File: src/rtl/bp_pkg.sv
// Shared types for the multiplexed bus port.
// Assumes: register select and pin role encodings are fixed by the brief.
package bp_pkg;
    typedef enum logic [1:0] {
        SEL_LATCH = 2'd0,
        SEL_DIR   = 2'd1,
        SEL_FNA   = 2'd2,
        SEL_FNB   = 2'd3
    } bp_sel_e;

    typedef enum logic [1:0] {
        ROLE_GPIO = 2'd0,
        ROLE_DATA = 2'd1,
        ROLE_ADDR = 2'd2,
        ROLE_OFF  = 2'd3
    } bp_role_e;

    // Decodes one pin's role from its function bits and the bus mode.
    function automatic bp_role_e role_of(input logic fna, input logic fnb, input logic mux);
        if (fnb)      return mux ? ROLE_ADDR : ROLE_OFF;
        else if (fna) return ROLE_DATA;
        else          return ROLE_GPIO;
    endfunction
endpackage

File: src/rtl/bp_regs.sv
// Register file of the port: output latch, direction, two function
// registers, plus the bus-mode strap latch.
// Assumes: synchronous active-low reset; the strap is stable in reset.
module bp_regs #(
    parameter int W = 8
) (
    input  logic         clk,
    input  logic         rst_n,
    input  logic         strap_mux,
    input  logic         wr_en,
    input  logic [1:0]   wr_sel,
    input  logic [W-1:0] wr_data,
    output logic [W-1:0] latch_q,
    output logic [W-1:0] dir_q,
    output logic [W-1:0] fna_q,
    output logic [W-1:0] fnb_q,
    output logic         mux_mode_q
);
    import bp_pkg::*;

    // Register writes; all cleared by reset.
    always_ff @(posedge clk) begin
        if (!rst_n) begin
            latch_q <= '0;
            dir_q   <= '0;
            fna_q   <= '0;
            fnb_q   <= '0;
        end else if (wr_en) begin
            case (bp_sel_e'(wr_sel))
                SEL_LATCH: latch_q <= wr_data;
                SEL_DIR:   dir_q   <= wr_data;
                SEL_FNA:   fna_q   <= wr_data;
                SEL_FNB:   fnb_q   <= wr_data;
                default:   ;
            endcase
        end
    end

    // Strap tracks while in reset, frozen once reset is released.
    always_ff @(posedge clk) begin
        if (!rst_n) mux_mode_q <= strap_mux;
    end
endmodule

File: src/rtl/bp_pin_slice.sv
// One pin: decodes its role, registers driver enable and driver value,
// and forms the port read bit.
// Assumes: bus inputs are synchronous to clk.
module bp_pin_slice (
    input  logic clk,
    input  logic rst_n,
    input  logic stop_req,
    input  logic mux_mode,
    input  logic latch_b,
    input  logic dir_b,
    input  logic fna_b,
    input  logic fnb_b,
    input  logic ad_b,
    input  logic addr_b,
    input  logic ad_oe,
    input  logic pin_in_b,
    output logic pin_oe_b,
    output logic pin_out_b,
    output logic rd_b
);
    import bp_pkg::*;

    bp_role_e role;
    logic     oe_nx;
    logic     dat_nx;

    // Next driver enable and value from the role.
    always_comb begin
        role   = role_of(fna_b, fnb_b, mux_mode);
        oe_nx  = 1'b0;
        dat_nx = 1'b0;
        case (role)
            ROLE_GPIO: begin oe_nx = dir_b;         dat_nx = latch_b; end
            ROLE_DATA: begin oe_nx = dir_b & ad_oe; dat_nx = ad_b;    end
            ROLE_ADDR: begin oe_nx = dir_b & ad_oe; dat_nx = addr_b;  end
            default:   begin oe_nx = 1'b0;          dat_nx = 1'b0;    end
        endcase
        if (stop_req) oe_nx = 1'b0;
    end

    // Glitch-free pad drive flops.
    always_ff @(posedge clk) begin
        if (!rst_n) begin
            pin_oe_b  <= 1'b0;
            pin_out_b <= 1'b0;
        end else begin
            pin_oe_b  <= oe_nx;
            pin_out_b <= dat_nx;
        end
    end

    // Port read: latch only for plain outputs, pin level otherwise.
    always_comb rd_b = (dir_b && role == ROLE_GPIO) ? latch_b : pin_in_b;
endmodule

File: src/rtl/bp_readback.sv
// Read-data selector across the port bits and the configuration registers.
// Assumes: combinational read, encoding shared with writes except 0 = port.
module bp_readback #(
    parameter int W = 8
) (
    input  logic [1:0]   rd_sel,
    input  logic [W-1:0] port_rd,
    input  logic [W-1:0] dir_q,
    input  logic [W-1:0] fna_q,
    input  logic [W-1:0] fnb_q,
    output logic [W-1:0] rd_data
);
    import bp_pkg::*;

    // Selects the read source.
    always_comb begin
        case (bp_sel_e'(rd_sel))
            SEL_DIR: rd_data = dir_q;
            SEL_FNA: rd_data = fna_q;
            SEL_FNB: rd_data = fnb_q;
            default: rd_data = port_rd;
        endcase
    end
endmodule

File: src/rtl/muxbus_port.sv
// Top of the multiplexed external-bus port: register file, one slice per
// pin, and the read selector.
// Assumes: synchronous active-low reset; bus controller timing is external.
module muxbus_port #(
    parameter int W = 8
) (
    input  logic         clk,
    input  logic         rst_n,
    input  logic         strap_mux,
    input  logic         stop_req,
    input  logic         wr_en,
    input  logic [1:0]   wr_sel,
    input  logic [W-1:0] wr_data,
    input  logic [1:0]   rd_sel,
    output logic [W-1:0] rd_data,
    output logic         mux_mode,
    input  logic [W-1:0] bus_ad_out,
    input  logic [W-1:0] bus_addr_out,
    input  logic         bus_ad_oe,
    output logic [W-1:0] bus_rd_data,
    input  logic [W-1:0] pin_in,
    output logic [W-1:0] pin_out,
    output logic [W-1:0] pin_oe
);
    logic [W-1:0] latch_q, dir_q, fna_q, fnb_q, port_rd;

    bp_regs #(.W(W)) u_regs (
        .clk(clk), .rst_n(rst_n), .strap_mux(strap_mux),
        .wr_en(wr_en), .wr_sel(wr_sel), .wr_data(wr_data),
        .latch_q(latch_q), .dir_q(dir_q), .fna_q(fna_q), .fnb_q(fnb_q),
        .mux_mode_q(mux_mode)
    );

    for (genvar i = 0; i < W; i++) begin : g_pin
        bp_pin_slice u_slice (
            .clk(clk), .rst_n(rst_n), .stop_req(stop_req), .mux_mode(mux_mode),
            .latch_b(latch_q[i]), .dir_b(dir_q[i]), .fna_b(fna_q[i]), .fnb_b(fnb_q[i]),
            .ad_b(bus_ad_out[i]), .addr_b(bus_addr_out[i]), .ad_oe(bus_ad_oe),
            .pin_in_b(pin_in[i]), .pin_oe_b(pin_oe[i]), .pin_out_b(pin_out[i]),
            .rd_b(port_rd[i])
        );
    end

    bp_readback #(.W(W)) u_rd (
        .rd_sel(rd_sel), .port_rd(port_rd), .dir_q(dir_q),
        .fna_q(fna_q), .fnb_q(fnb_q), .rd_data(rd_data)
    );

    // External bus reads see the pads directly.
    assign bus_rd_data = pin_in;
endmodule

File: config.mk
export PLATFORM = sky130hd
export DESIGN_NAME = muxbus_port
export DESIGN_NICKNAME = d
export VERILOG_FILES = /design/src/rtl/bp_pkg.sv /design/src/rtl/bp_regs.sv /design/src/rtl/bp_pin_slice.sv /design/src/rtl/bp_readback.sv /design/src/rtl/muxbus_port.sv
export SDC_FILE = /design/constraint.sdc
export NUM_CORES = 1
export LEC_CHECK = 0
export BUFFER_PORTS_ARGS = -buffer_cell sky130_fd_sc_hd__buf_4
export CORE_MARGIN = 10
export CORE_UTILIZATION = 50
export CTS_CLUSTER_DIAMETER = 40
export DETAILED_ROUTE_END_ITERATION = 10
export HOLD_SLACK_MARGIN = 0.08
export PLACE_DENSITY = 0.79
export SYNTH_ARGS = -nofsm -noshare
export SYNTH_HDL_FRONTEND = slang
export SYNTH_SLANG_ARGS = --single-unit
File: constraint.sdc
create_clock -name clk -period 3.38 [get_ports clk]
set_input_delay 1.014 -clock clk [delete_from_list [all_inputs] [get_ports clk]]
set_output_delay 1.014 -clock clk [all_outputs]
set_load 0.005 [all_outputs]
* Word level (Yosys, flattened, before mapping)
Index checks and enable logic that the tools add are counted.
Widths: inputs -> output; s select.
** Word-level totals
- Bits in writable memories :: 0
- Memories :: 0
- Latch bits :: 0
- Flip-flop bits (word level) :: 49
- Output and inout port bits :: 33
- Logic and storage cells :: 124
- ROM bits :: 0
** Operators by class
- $mul :: 0
- Div/mod/pow operators :: 0
- $add $sub $neg :: 0
- Shift operators :: 0
- $lt $le $gt $ge :: 0
- Equality and inequality tests :: 22
- Multiplexer cells :: 42
- Bitwise logic cells :: 9
- Reduce and logical (&&, ||, !) cells :: 30
** Operators by type and width (count)
- $eq 2x2->1 const B :: 12
- $pmux 1 s3 :: 8
- $pmux 8 s3 :: 1
- $eq 2x1->1 const B :: 10
- $logic_not 2->1 :: 9
- $reduce_or 2->1 :: 9
- $mux 1 :: 17
- $mux 2 :: 8
- $pmux 1 s2 :: 8
- $and 1x1->1 :: 8
- $logic_and 1x1->1 :: 8
- $reduce_and 2->1 :: 4
- $not 1->1 :: 1

* Longest topological paths before layout
Gate-level depths: netlist of the first run.
- Word-level depth :: 6
- Depth in mapped cells :: 4
- Depth with buffers taken out :: 3

* Cells and area by module
Synthesis of the first run repeated with hierarchy kept, for this count alone.
** Second synthesis, totals
- Cells, all modules :: 232
- Area total of the unflattened synthesis :: 2474.9 um^2
** Modules (own cells, without submodules)
- bp_regs :: instances 1, sequential area each 670.6 um^2, area an instance 1217.4 um^2, cells an instance 118
- bp_pin_slice :: instances 8, sequential area each 40.0 um^2, area an instance 125.1 um^2, cells an instance 12
- bp_readback :: instances 1, sequential area each 0.0 um^2, area an instance 196.4 um^2, cells an instance 10
- muxbus_port :: instances 1, sequential area each 0.0 um^2, area an instance 60.1 um^2, cells an instance 8

* Worst setup path after synthesis of the first run
Ideal clock, no wire load.
- Path type :: input-to-output
- Start point :: input port rd_sel[1]
- End point :: output port rd_data[0]
- Data arrival time :: 1933 ps
- Buffers on the path :: 1
- Setup slack :: 433 ps
- Stages :: 2
- Path through :: clkbuf_1 > mux4_2
** Between the ends
- Word-level cells in the longest chain between the ends :: 2
- Elaborated cells between the ends (all ways) :: 4
** Ends and longest elaborated chain
- start: declaration :: line muxbus_port.sv:14 : input logic [1:0] rd_sel,
- $eq 2x2->1 / $eq 2x1->1 (equally long branches) :: line bp_readback.sv:17 : case (bp_sel_e'(rd_sel))
- $pmux 8 s3 (*) :: line bp_readback.sv:17
- end: declaration :: line muxbus_port.sv:15 : output logic [W-1:0] rd_data,
Every way passes the cells marked *; elsewhere a longest branch is shown, timed or not.

* Final worst setup path of the first run
- Start point :: input port pin_in[0]
- End point :: output port rd_data[0]
** Between the ends
- Word-level cells in the longest chain between the ends :: 2
** Ends and longest elaborated chain
- start: declaration :: line muxbus_port.sv:21 : input logic [W-1:0] pin_in,
- $mux 1 :: line bp_pin_slice.sv:53 : always_comb rd_b = (dir_b && role == ROLE_GPIO) ? latch_b : pin_in_b;
- $pmux 8 s3 :: line bp_readback.sv:17
No other way between the ends.

==> results of run 1 <==
[kinds of logic after synthesis]
group / count (synthesis)
buf+inv: 41
flops: 49
simple gates: 69
compound gates: 24
mux: 53
[worst min path at each step]
stage                                 start                          to  depth (start not counted)
after CTS                   u_regs.fnb_q[2]  g_pin[2].u_slice.pin_out_b                          2
after global routing        u_regs.dir_q[1]   g_pin[1].u_slice.pin_oe_b                          1
after floorplan           u_regs.latch_q[1]           u_regs.latch_q[1]                          2
after detailed placement    u_regs.fnb_q[2]  g_pin[2].u_slice.pin_out_b                          2
final                       u_regs.fnb_q[2]  g_pin[2].u_slice.pin_out_b                          2
after global placement    u_regs.latch_q[1]           u_regs.latch_q[1]                          2
[power groups by stage]
stage                     logic, mW  registers (mW)  clock network (mW)
after floorplan              0.0963           0.623                   0
after detailed placement      0.167           0.632                   0
after global routing          0.182           0.622               0.428
final                         0.166           0.619               0.398
after global placement        0.164           0.631                   0
after CTS                     0.168           0.618               0.406
[final cells by class]
type	instances	area, um^2	share of cell area (%)
Multi-Input combinational cell	146	1140	39.3
Sequential cell	49	991	34.1
Timing Repair Buffer	76	571	19.6
Clock buffer	8	111	3.83
Tap cell	54	67.6	2.33
Inverter	6	22.5	0.775
[worst reg2reg max path: cells and delay by family, from the launching register on]
family          cells  cell delay, ns
flops               1            0.68
simple gates        2            0.44
compound gates      1            0.12
[synthesized netlist by cell type]
library cell,count,area share [%]
dfxtp_1,48,40
nor2_1,33,5.2
mux2i_1,32,13
buf_4,24,7.6
a21oi_1,10,2.1
clkbuf_1,10,1.6
nand2_1,9,1.4
mux2_2,8,3.8
mux4_2,8,7.6
a211oi_1,6,1.9
nand3_1,6,1.3
inv_1,5,0.79
mux2_1,5,2.4
nor2b_1,5,1.3
o211ai_1,5,1.6
or3b_1,5,1.8
nor3b_1,4,1.3
and3_1,3,0.79
nand2b_1,2,0.53
nand3b_1,2,0.63
o21ai_0,2,0.42
buf_2,1,0.21
clkinv_1,1,0.16
edfxtp_1,1,1.3
o2bb2ai_1,1,0.37
[through the flow]
step | hold WS, ns | setup WS (ns) | cells
after detailed placement | 0.507 | 0.305 | 331
after CTS | 0.514 | 0.304 | 339
after floorplan | 0.469 | 0.433 | 236
after global routing | 0.543 | 0.247 | 339
final | 0.507 | 0.316 | 339
after global placement | 0.493 | 0.373 | 331
[layout by cell type (no fill, tap or decap), types with 3 or more instances in the layout]
cell type / instances
buf_4: 76
clkbuf_8: 6
a21oi_1: 10
and3_1: 3
a211oi_1: 6
mux2_2: 8
nor2b_1: 5
nand3_1: 6
mux4_2: 8
nor3b_1: 3
mux2i_1: 32
inv_1: 5
nor2_1: 33
o211ai_1: 5
mux2_1: 5
nand2_1: 9
or3b_1: 5
dfxtp_1: 48
[registers in the layout (all words and copies together), names as in the netlist]
signal / flops
u_regs.dir_q: 8
g_pin.u_slice.pin_oe_b: 8
g_pin.u_slice.pin_out_b: 8
u_regs.fna_q: 8
u_regs.fnb_q: 8
u_regs.latch_q: 8
u_regs.mux_mode_q: 1
[metal layers]
layer  wire [um]  vias to the layer above
met5           0                        -
met4          70                        0
met3         460                        8
met2        2960                       65
met1        2530                      899
li1            -                      897
==> results.ini, run 1 <==
[sta]
tightest_slew_ns=0.670
final-setup-viol-count=0
min_period_ns=3.06
setup-tns-final_ns=0
skew_ns=0.00562
fmax_mhz=326
drv_slew=0
relSlewSlack_pct=55.3
finalHoldViolCount=0
fin_crit_sh_pct=90.6
rsz0062_at_grt=no

[global_routing]
antenna_found_initial=0
met2_usage_pct=26.3
grt_pass1_wl_mm=9.46
grtUsageTotal_pct=15.4
grt_use_met1_pct=17.7
met3_usage_pct=5.10
grt_pass1_vias=1931
grt-ovfl-total=0
grt_max_degree=42
busiest_layer=met2

[power_and_ir_drop]
p_sw_share_pct=23.4
power_frac_comb_pct=14.1
power_density_nw_per_um2=407
p_int_mw=0.907
total_power_mw=1.18
clkPwrFrac_pct=33.6
power.leakage_nw=1.34
p_switching_mw=0.276
ir_worst_vdd_mv=0.245
pwr-share-seq_pct=52.3

[critical_path]
path_cells=buf_4 > mux2_1 > mux4_2 > buf_4
cp_slowest_cell=mux4_2
rr_endpoint=g_pin[7].u_slice.pin_oe_b
startpoint_type=primary input
cp.buffers_inverters=2
cp_max_fo=2
r2r-start=u_regs.mux_mode_q
cpPeakStageDelay_ns=0.47
crit_cells=4
worst-r2r-cell-count=3
critPathLaunch=pin_in[0]
r2r_slack_ns=2.04
cp.arrival_ns=2.05
cpMostUsedCell=buf_4
crit_end=rd_data[0]
critical-path-top-delay-family=multiplexers
criticalPathCategory=in -> out
critPathRequiredTime_ns=2.37
critPathCaptureType=primary output

[floorplanning]
design.die.area_um2=7900
initial_utilization_pct=50.9
ioPinCount=75
coreArea_um2=4660
die_y_um=88.9
row_count=25
die_w_um=88.9

[synthesis]
synth_compound_area_share_pct=6.38
synth.distinct_cells=25
yosys_register_bits=49
yosys-mux-area-fraction_pct=27.3
syn_nets=278
synth-warning-count=0
syn_area_um2=2370
yosysSeqAreaShare_pct=41.8
syn-instance-count=236
synth_top_family_by_area=multiplexers
syn_avg_cell_area_um2=10.1
yosys.area_share.simple_pct=14.3
synth_xor_area_share_pct=0
synth_fa_ha_area_share_pct=0

[job]
cap_violations=0

[layout]
fill_cells=405
post-route-util_pct=62.3
antenna_cells=0
final_area_um2=2910
drive_gt1_share_pct=35.1
syn_to_final_growth_pct=22.4
nets=326

[placed_design]
dpl_cell_area_um2=2790
dp.final_hpwl_mm=4.42
port_buffers=74
gp_congestion=0.758

[drt]
first_iter_violations=141
drc=0
vias=1869
first_pass_iters=4
ant_nets=0
vias_per_cell=5.51
drt-total-wl_mm=6.02
wire_per_inst_um=17.8

[clock_network]
cts_resized=0
clock_sink_count=49
cts.path.max_buffers=2
cts_setup_buffers=0
ctsRootBufferMaster=clkbuf_8
ctsHoldBuffers=0
cts-buffers-inserted=5
worstSkewPairLatency_ns=0.30
cts_max_level=2
cts_tree=done
clk_pin_slew_ns=0.09

[worst_hold_path]
hp-class=reg -> reg

[outcome]
outcome=finished, final reports clean

No activity file was read; power rests on OpenSTA's default activity.
==> inputs of run 2 (changes only) <==
--- a/config.mk
+++ b/config.mk
@@ -7,11 +7,11 @@
 export LEC_CHECK = 0
 export BUFFER_PORTS_ARGS = -buffer_cell sky130_fd_sc_hd__buf_4
 export CORE_MARGIN = 10
-export CORE_UTILIZATION = 50
+export CORE_UTILIZATION = 54
 export CTS_CLUSTER_DIAMETER = 40
 export DETAILED_ROUTE_END_ITERATION = 10
 export HOLD_SLACK_MARGIN = 0.08
-export PLACE_DENSITY = 0.79
+export PLACE_DENSITY = 0.84
 export SYNTH_ARGS = -nofsm -noshare
 export SYNTH_HDL_FRONTEND = slang
 export SYNTH_SLANG_ARGS = --single-unit
==> run 2 against run 1 <==
Net effect:
- flip-flop and latch count did not move
- register-to-register slack improved by 0.12 ns
- global-route usage grew 0.21 points
- first-iteration DRC count down 22%
- utilization increased by 5.2 points
- cell count fell by 0.29%
- critical path depth stayed put
- combinational power rose by 3%
==> results.ini, run 2 (synthesized netlist as in run 1, its figures left out) <==
[layout]
post-route-util_pct=67.5
drive_gt1_share_pct=35.7
final_cell_mix=buf_4 (77), dfxtp_1 (48), nor2_1 (33), mux2i_1 (32), a21oi_1 (10)
antenna_cells=0
nets=327
stdcell_count=338
final_area_um2=2900
syn_to_final_growth_pct=22.2
final_common_cell=buf_4

[critical_path]
worst-r2r-cell-count=4
critPathRequiredTime_ns=2.37
cp.arrival_ns=2.02
path_cells=buf_4 > mux2_1 > mux4_2 > buf_4
cpPeakStageDelay_ns=0.45
cp_max_fo=2
cpMostUsedCell=buf_4
rr_endpoint=g_pin[7].u_slice.pin_oe_b
criticalPathCategory=in -> out
critical-path-top-delay-family=multiplexers
cp_slowest_cell=mux4_2
startpoint_type=primary input
r2r-start=u_regs.mux_mode_q
critPathCaptureType=primary output
cp.buffers_inverters=2
r2r_slack_ns=2.16

[global_routing]
grtUsageTotal_pct=15.6
grt-ovfl-total=0
grt_max_degree=26
grt_pass1_vias=1804
antenna_found_initial=0
grt_pass1_wl_mm=9.32

[floorplanning]
die_w_um=86.3
coreArea_um2=4290
die_y_um=86.3
initial_utilization_pct=55.3
row_count=24
ioPinCount=75
design.die.area_um2=7450

[sta]
drv_slew=0
fin_crit_sh_pct=89.7
min_period_ns=3.03
finalHoldViolCount=0
skew_ns=0.00770
final-setup-viol-count=0
setup-tns-final_ns=0
tightest_slew_ns=0.756
relSlewSlack_pct=49.3
whs_ns=0.521
fmax_mhz=330
rsz0062_at_grt=no
fin_ws_ns=0.348

[power_and_ir_drop]
power_density_nw_per_um2=396
ir_worst_vdd_mv=0.213
power.leakage_nw=1.34
total_power_mw=1.15

[drt]
drt-total-wl_mm=5.82
drc=0
ant_nets=0
first_pass_iters=4
vias=1807
vias_per_cell=5.35
first_iter_violations=110
wire_per_inst_um=17.2

[clock_network]
ctsHoldBuffers=0
cts_max_level=2
cts-buffers-inserted=5
cts_setup_buffers=0
worstSkewPairLatency_ns=0.30
cts_tree=done
ctsRootBufferMaster=clkbuf_8
clk_pin_slew_ns=0.08
cts.path.max_buffers=2
clock_sink_count=49
cts_resized=0

[placed_design]
dpl_cell_area_um2=2800
gp_congestion=0.790
port_buffers=74
dp_slack_ns=0.344
placed_cells=330
dp.final_hpwl_mm=4.33

[job]
cap_violations=0

[worst_hold_path]
min_from=u_regs.latch_q[7]
hp-class=reg -> reg
min_to=u_regs.latch_q[7]
hold_path_depth=2

[outcome]
outcome=finished, final reports clean

-- run 2: power by group --
| part | leakage, nW | total (mW) | switching, mW | internal, mW |
|---|---|---|---|---|
| clock | 0.0542 | 0.364 | 0.179 | 0.185 |
| combinational | 0.888 | 0.171 | 0.0734 | 0.0979 |
| sequential | 0.399 | 0.614 | 0.0156 | 0.598 |
| total | 1.34 | 1.15 | 0.268 | 0.881 |
-- run 2: layout make-up --
cell class	count	area (um^2)
Inverter	6	22.5
Sequential cell	49	991
Timing Repair Buffer	77	578
Clock inverter	1	5.00
Multi-Input combinational cell	146	1140
Tap cell	52	65.1
Clock buffer	7	96.3
Fill cell	358	1390
-- run 2: worst max path at each step --
stage	end	cells past startpoint	from
2_1_floorplan	rd_data[0]	2	rd_sel[1]
3_3_place_gp	rd_data[1]	4	pin_in[1]
3_5_place_dp	rd_data[6]	4	pin_in[6]
4_1_cts	rd_data[6]	4	pin_in[6]
5_1_grt	rd_data[6]	4	u_regs.dir_q[6]
6_report	rd_data[3]	4	pin_in[3]
-- run 2: layer usage --
layer | share of wire [%] | track usage (%)
met5 | 0 | 0
met4 | 1.2 | 4.57
met3 | 7.0 | 4.69
met1 | 44 | 19.4
met2 | 48 | 25.5
-- run 2: tightest hold or removal path: stages (launching register included) --
cell and delay (ns):
dfxtp_1 0.35, mux2i_1 0.07, nor2_1 0.07
